--- config.mk ---
export PLATFORM = sky130hd
export DESIGN_NAME = npc_unit
export DESIGN_NICKNAME = d
export VERILOG_FILES = /design/src/rtl/npc_pkg.sv /design/src/rtl/npc_decode.sv /design/src/rtl/npc_cond.sv /design/src/rtl/npc_target.sv /design/src/rtl/npc_unit.sv
export SDC_FILE = /design/constraint.sdc
export NUM_CORES = 1
export LEC_CHECK = 0
export ABC_AREA = 1
export CAP_MARGIN = 20
export CORE_ASPECT_RATIO = 1.2
export CORE_MARGIN = 8
export CORE_UTILIZATION = 46
export DETAILED_ROUTE_END_ITERATION = 12
export GPL_TIMING_DRIVEN = 0
export PLACE_DENSITY = 0.85
export REMOVE_ABC_BUFFERS = 1
export SETUP_SLACK_MARGIN = 0.15
export SLEW_MARGIN = 20
export SYNTH_ARGS = -nofsm -noshare
export SYNTH_HDL_FRONTEND = slang
export SYNTH_HIERARCHICAL = 1
export SYNTH_SLANG_ARGS = --single-unit
--- constraint.sdc ---
create_clock -name vclk -period 4.7
set_clock_uncertainty 0.2 [all_clocks]
set_input_delay 0.705 -clock vclk [all_inputs]
set_output_delay 0.705 -clock vclk [all_outputs]
set_load 0.005 [all_outputs]
--- src/rtl/npc_pkg.sv ---
package npc_pkg;
  localparam int XLEN      = 32;
  localparam int OP_W      = 6;
  localparam int FUNCT_W   = 6;
  localparam int IMM_W     = 16;
  localparam int JIDX_W    = 26;
  localparam int REGION_W  = XLEN - JIDX_W - 2;
  localparam int INSN_BYTES = 4;

  typedef logic [XLEN-1:0] addr_t;

  localparam logic [OP_W-1:0]    OPC_SPECIAL = 6'd0;
  localparam logic [OP_W-1:0]    OPC_JUMP    = 6'd2;
  localparam logic [OP_W-1:0]    OPC_JLINK   = 6'd3;
  localparam logic [OP_W-1:0]    OPC_BREQ    = 6'd4;
  localparam logic [OP_W-1:0]    OPC_BRNE    = 6'd5;
  localparam logic [FUNCT_W-1:0] FN_JREG     = 6'd8;

  typedef enum logic [2:0] {
    FLOW_SEQ,
    FLOW_BEQ,
    FLOW_BNE,
    FLOW_JMP,
    FLOW_JAL,
    FLOW_JR
  } flow_e;

  function automatic flow_e classify(input logic [OP_W-1:0] op,
                                     input logic [FUNCT_W-1:0] fn);
    flow_e k;
    unique case (op)
      OPC_BREQ:    k = FLOW_BEQ;
      OPC_BRNE:    k = FLOW_BNE;
      OPC_JUMP:    k = FLOW_JMP;
      OPC_JLINK:   k = FLOW_JAL;
      OPC_SPECIAL: k = (fn == FN_JREG) ? FLOW_JR : FLOW_SEQ;
      default:     k = FLOW_SEQ;
    endcase
    return k;
  endfunction

  function automatic addr_t step_addr(input addr_t pc);
    return pc + addr_t'(INSN_BYTES);
  endfunction

  function automatic addr_t rel_target(input addr_t seq,
                                       input logic [IMM_W-1:0] imm);
    addr_t wide;
    wide = {{(XLEN-IMM_W){imm[IMM_W-1]}}, imm};
    return seq + (wide << 2);
  endfunction

  function automatic addr_t region_target(input addr_t pc,
                                          input logic [JIDX_W-1:0] idx);
    return {pc[XLEN-1 -: REGION_W], idx, 2'b00};
  endfunction
endpackage

--- src/rtl/npc_decode.sv ---
module npc_decode
  import npc_pkg::*;
(
  input  logic [XLEN-1:0]   insn,
  output flow_e             kind,
  output logic [IMM_W-1:0]  imm,
  output logic [JIDX_W-1:0] jidx
);
  logic [OP_W-1:0]    op_f;
  logic [FUNCT_W-1:0] fn_f;

  assign op_f = insn[XLEN-1 -: OP_W];
  assign fn_f = insn[FUNCT_W-1:0];
  assign imm  = insn[IMM_W-1:0];
  assign jidx = insn[JIDX_W-1:0];
  assign kind = classify(op_f, fn_f);

  always_comb begin
    if (op_f != OPC_SPECIAL && op_f != OPC_JUMP && op_f != OPC_JLINK &&
        op_f != OPC_BREQ && op_f != OPC_BRNE)
      p_other_op_seq_r1: assert (kind == FLOW_SEQ)
        else $error("unused opcode decoded as flow change");
  end
endmodule

--- src/rtl/npc_cond.sv ---
module npc_cond
  import npc_pkg::*;
(
  input  flow_e           kind,
  input  logic [XLEN-1:0] lhs,
  input  logic [XLEN-1:0] rhs,
  output logic            same,
  output logic            br_take
);
  assign same = (lhs == rhs);

  always_comb begin
    unique case (kind)
      FLOW_BEQ: br_take = same;
      FLOW_BNE: br_take = !same;
      default:  br_take = 1'b0;
    endcase
  end

  always_comb begin
    if (kind == FLOW_BEQ && br_take)
      p_beq_equal_r2: assert (lhs == rhs) else $error("beq taken on unequal");
    if (kind == FLOW_BNE && br_take)
      p_bne_differ_r3: assert (lhs != rhs) else $error("bne taken on equal");
  end
endmodule

--- src/rtl/npc_target.sv ---
module npc_target
  import npc_pkg::*;
(
  input  logic [XLEN-1:0]   pc,
  input  logic [IMM_W-1:0]  imm,
  input  logic [JIDX_W-1:0] jidx,
  output logic [XLEN-1:0]   seq_pc,
  output logic [XLEN-1:0]   br_pc,
  output logic [XLEN-1:0]   jmp_pc
);
  assign seq_pc = step_addr(pc);
  assign br_pc  = rel_target(seq_pc, imm);
  assign jmp_pc = region_target(pc, jidx);

  always_comb begin
    p_region_kept_r5: assert (jmp_pc[XLEN-1 -: REGION_W] == pc[XLEN-1 -: REGION_W]
                              && jmp_pc[1:0] == 2'b00)
      else $error("region jump target lost upper bits");
  end
endmodule

--- src/rtl/npc_unit.sv ---
module npc_unit
  import npc_pkg::*;
#(
  parameter int REG_IDX_W = 5,
  parameter int RA_INDEX  = 31
) (
  input  logic [31:0]          pc_cur,
  input  logic [31:0]          instr,
  input  logic [31:0]          opnd_a,
  input  logic [31:0]          opnd_b,
  input  logic [31:0]          jr_src,
  output logic [31:0]          pc_next,
  output logic                 redirect,
  output logic                 link_we,
  output logic [REG_IDX_W-1:0] link_reg,
  output logic [31:0]          link_data,
  output logic                 jr_misaligned
);
  flow_e             kind;
  logic [IMM_W-1:0]  imm;
  logic [JIDX_W-1:0] jidx;
  logic              ops_same;
  logic              br_take;
  logic [XLEN-1:0]   seq_pc;
  logic [XLEN-1:0]   br_pc;
  logic [XLEN-1:0]   jmp_pc;
  logic              is_jump;

  npc_decode u_dec (
    .insn(instr), .kind(kind), .imm(imm), .jidx(jidx)
  );

  npc_cond u_cond (
    .kind(kind), .lhs(opnd_a), .rhs(opnd_b), .same(ops_same), .br_take(br_take)
  );

  npc_target u_tgt (
    .pc(pc_cur), .imm(imm), .jidx(jidx),
    .seq_pc(seq_pc), .br_pc(br_pc), .jmp_pc(jmp_pc)
  );

  assign is_jump = (kind == FLOW_JMP) || (kind == FLOW_JAL) || (kind == FLOW_JR);

  always_comb begin
    unique case (kind)
      FLOW_BEQ, FLOW_BNE: pc_next = br_take ? br_pc : seq_pc;
      FLOW_JMP, FLOW_JAL: pc_next = jmp_pc;
      FLOW_JR:            pc_next = jr_src;
      default:            pc_next = seq_pc;
    endcase
  end

  assign redirect      = br_take || is_jump;
  assign link_we       = (kind == FLOW_JAL);
  assign link_reg      = REG_IDX_W'(RA_INDEX);
  assign link_data     = seq_pc;
  assign jr_misaligned = (kind == FLOW_JR) && (jr_src[1:0] != 2'b00);

  always_comb begin
    if (!redirect)
      p_seq_step_r1: assert (pc_next == pc_cur + 32'd4)
        else $error("straight-line address wrong");
    if (link_we)
      p_link_value_r6: assert (link_data == pc_cur + 32'd4 && pc_next == jmp_pc)
        else $error("link write inconsistent");
    if (kind == FLOW_JR)
      p_jr_passthru_r7: assert (pc_next == jr_src && redirect)
        else $error("indirect target altered");
    if (jr_misaligned)
      p_misalign_src_r8: assert (kind == FLOW_JR && pc_next[1:0] != 2'b00)
        else $error("misalignment flag outside indirect jump");
    if ((kind == FLOW_BEQ || kind == FLOW_BNE) && !br_take)
      p_fall_through_r4: assert (!redirect && pc_next == seq_pc)
        else $error("untaken branch redirected");
  end
endmodule

* After elaboration in Yosys (flattened, before gate mapping)
Cells that the tools add are included.
Storage, ports and cells: memory bits (read-only) 0, bits in registers 0, output and inout port bits 72, RAM bits 0, latch bits 0, memories kept 0
Operators by class: bitwise logic cells 0, shifts and indexed selects 0, $lt $le $gt $ge 0, equal/unequal tests 11, $add $sub $neg 2, $mul 0, multiplexer cells 5, reduce and logical (&&, ||, !) cells 9, div/mod/pow operators 0
Operator list (count):
- $pmux 32 s3 | 1
- $add 32x3->32 const B | 1
- $add 32x32->32 | 1
- $eq 32x32->1 | 1
- $mux 32 | 1
- $pmux 3 s5 | 1
- $eq 6x2->1 const B | 2
- $eq 6x3->1 const B | 2
- $eq 3x2->1 const B | 2
- $eq 3x3->1 const B | 2
- $eq 6x4->1 const B | 1
- $logic_not 6->1 | 1
- $reduce_or 2->1 | 2
- $eq 3x1->1 const B | 1
- $logic_or 1x1->1 | 3
- $mux 3 | 1
- $pmux 1 s2 | 1
- $reduce_bool 2->1 | 1
- $logic_and 1x1->1 | 1
- $logic_not 1->1 | 1

* Depth between registers and ports, before layout
depth in word-level cells 7, mapped depth 25, mapped depth without buffers 25

* Hierarchy
The synthesis kept the hierarchy.
By module, submodules not included:
- npc_target | cells an instance 544, area an instance 2940.3 µm², times used 1
- npc_unit | cells an instance 376, area an instance 1740.4 µm², times used 1
- npc_cond | cells an instance 107, area an instance 524.3 µm², times used 1
- npc_decode | cells an instance 72, area an instance 456.7 µm², times used 1

* Worst setup path after synthesis
OpenSTA, ideal clock, no wires.
path kind input-to-output, from in pc_cur[2], to out pc_next[30], cell stages on the path 21, data arrival time 3.144 ns, required time 3.795 ns, setup slack 0.651 ns, cell sequence inv_1 nor2_4 nand2_4 nor3b_4 nand4_1 xor2_1 ha_1 a21oi_1 o21ai_0 nand2_1 nand2_1 a21oi_1 nand2_1 nand2_1 nand2_1 nand2_1 inv_1 a21oi_1 nor2_1 nor2_1 nand2_1
Between the ends: cells in the longest elaborated chain, start to end 4
RTL lines:
- start: declaration | line npc_unit.sv:7 | input logic [31:0] pc_cur,
- $add 32x3->32 | line npc_pkg.sv:43 | return pc + addr_t'(INSN_BYTES);
- named net link_data[25] | line npc_unit.sv:16 | output logic [31:0] link_data,
- $add 32x32->32 | line npc_pkg.sv:50 | return seq + (wide << 2);
- named net br_pc[30] | line npc_unit.sv:25 | logic [XLEN-1:0] br_pc;
- $mux 32 | line npc_unit.sv:46 | FLOW_BEQ, FLOW_BNE: pc_next = br_take ? br_pc : seq_pc;
- $pmux 32 s3 | line npc_unit.sv:45 | unique case (kind)
- end: declaration | line npc_unit.sv:12 | output logic [31:0] pc_next,
The timed path passes the listed nets, and every way through them passes these cells.

* Worst setup path after layout
from in pc_cur[2], to out pc_next[29]
Between the ends: cells in the longest elaborated chain, start to end 4
RTL lines (line):
- $add 32x3->32 | npc_pkg.sv:43
- $add 32x32->32 | npc_pkg.sv:50
- named net br_pc[29] | npc_unit.sv:25
- $mux 32 | npc_unit.sv:46
- $pmux 32 s3 | npc_unit.sv:45
The timed path passes the listed nets, and every way through them passes these cells.

==> qor.yml <==
global_routing:
  antenna_found_initial: 1
  gr-usage-all-layers: 0.292
  grt_max_degree: 38
  overflow: 0
  grt_pass1_vias: 7707
  grt_pass1_wl_um: 37700
sta:
  period_share: 1.05
  slew-limit-headroom: 0.363
  fmax_mhz: 203
  finalHoldViolCount: 0
  min_period_ns: 4.93
  final-setup-viol-count: 13
  layout_setup_ws_ns: -0.229
  maxSlewViolCount: 0
  rsz0062_at_grt: "yes"
  worst_pin_slew_ns: 0.956
  tns_ns: -0.874
setup_path:
  crit_path_max_fanout: 4
  critPathLaunchType: "input port"
  end_kind: "output port"
  arrival_ns: 4.02
  critPathRequiredTime_ns: 3.80
  criticalPathCategory: "in2out"
worst_hold_path:
  hold_class: "in2out"
  min_to: "link_data[7]"
  whs_path_depth: 3
  hp-start: "pc_cur[7]"
synthesis:
  synth_cells: 1098
  syn_area_per_cell_um2: 5.15
  netlist_area_um2: 5660
  yosysWarningCount: 6
power:
  power_density_nw_per_um2: 99.8
  p_clk_frac: 0
  p_switching_uw: 500
  seqPwrFrac: 0
  swShare: 0.531
  combinationalPowerShare: 1.000
  leakagePower_uw: 0.00471
  ir_drop_uv: 57.5
  p_int_uw: 442
placed_design:
  dp_cells: 1373
  place_congestion: 0.926
  io_buffers: 227
  place_ws_ns: -1.61
  dp_hpwl_um: 17100
die:
  die_w_um: 117
  die_h_um: 137
  rows: 44
  die-area_um2: 16100
  fp.coreArea_um2: 12100
  ioPinCount: 232
  initial_core_util: 0.469
cells_and_area:
  nNetsFinal: 1500
  final_cells: 1467
  area_growth_pct: 66.8
  fillers: 714
  drive_gt1_frac: 0.258
  seq_cell_count: 0
  nClkBuffers: 0
  seq_area_um2: 0
route:
  dr.pass1.iters: 6
  viasPerCell: 6.17
  ant_nets: 0
  drc: 0
  drt-total-wl_um: 32000
  drtIter0Drc: 1237
  num_vias: 9049
  wire_per_inst_um: 21.8
clock_network:
  ctsHoldBuffers: 0
status:
  status: "finished, violations left"
  violations: "negative setup slack"
flow_run:
  drv_cap: 0
cell type report:
cell class | instances | area (um2) | area share
Inverter | 138 | 534 | 0.0566
Timing Repair Buffer | 312 | 2930 | 0.311
Antenna cell | 2 | 5.00 | 0.000530
Tap cell | 161 | 201 | 0.0213
Multi-Input combinational cell | 853 | 5760 | 0.610
Timing Repair inverter | 1 | 7.51 | 0.000795
how the worst max path moves through the flow:
stage | startpoint | endpoint | slack, ns | cells past startpoint
after CTS | pc_cur[12] | pc_next[28] | 0.10 | 23
after detailed placement | instr[27] | pc_next[28] | -1.61 | 15
after floorplan | instr[31] | pc_next[16] | 0.26 | 13
after global placement | instr[3] | pc_next[28] | -2.00 | 15
after global routing | pc_cur[2] | pc_next[29] | -0.36 | 24
final | pc_cur[2] | pc_next[29] | -0.23 | 24
metrics by stage:
stage	area, um2	utilization	power, uW	hold WS, ns
floorplan	4880	-	338	1.21
global placement	7350	0.610	657	2.15
detailed placement	7400	0.614	665	2.16
CTS	8370	0.694	740	1.88
global route	9440	0.783	985	1.95
finish	9440	0.783	942	1.91
per-layer routing:
metal / track usage / wire length [um]
met2: 0.531 / 14700
met1: 0.305 / 9580
met5: 0 / 0
met4: 0.148 / 3170
met3: 0.0654 / 4640
worst max-delay path: stages:
cell      delay [ns]
buf_8           0.10
ha_1            0.21
nand4_1         0.34
nor3_4          0.35
buf_4           0.15
nand2_2         0.09
xnor2_4         0.24
ha_4            0.27
nand2_1         0.08
nand2_1         0.10
o21bai_4        0.21
nand2_1         0.06
nand2_1         0.05
a21oi_2         0.16
nand2_1         0.09
nand2_1         0.06
nand2_1         0.04
nand2_1         0.16
inv_1           0.09
a21oi_2         0.11
nor2_1          0.05
nor2_1          0.10
nand2_1         0.07
clkbuf_2        0.12
cells in the final DEF (no fill, tap or decap), drive strengths merged, types with 33 or more instances in the layout:
cell and instances:
nand2 357, clkdlybuf4s50 184, nor2 141, inv 137, buf 100, nand3 79, nand4 75, a21oi 62
xnor2 37, ha 33
timing repair:
action,CTS,global route
gates cloned,4,4
setup endpoints to repair,33,33
pin swaps,54,79
gates resized for setup,224,200
buffers inserted,42,42
power groups by stage:
stage	combinational [uW]	clock (uW)	sequential, uW
floorplan	338	0	0
global placement	657	0	0
detailed placement	665	0	0
CTS	740	0	0
global route	985	0.0000285	0
finish	942	0.0000570	0
(Power assumes the default switching activity.)
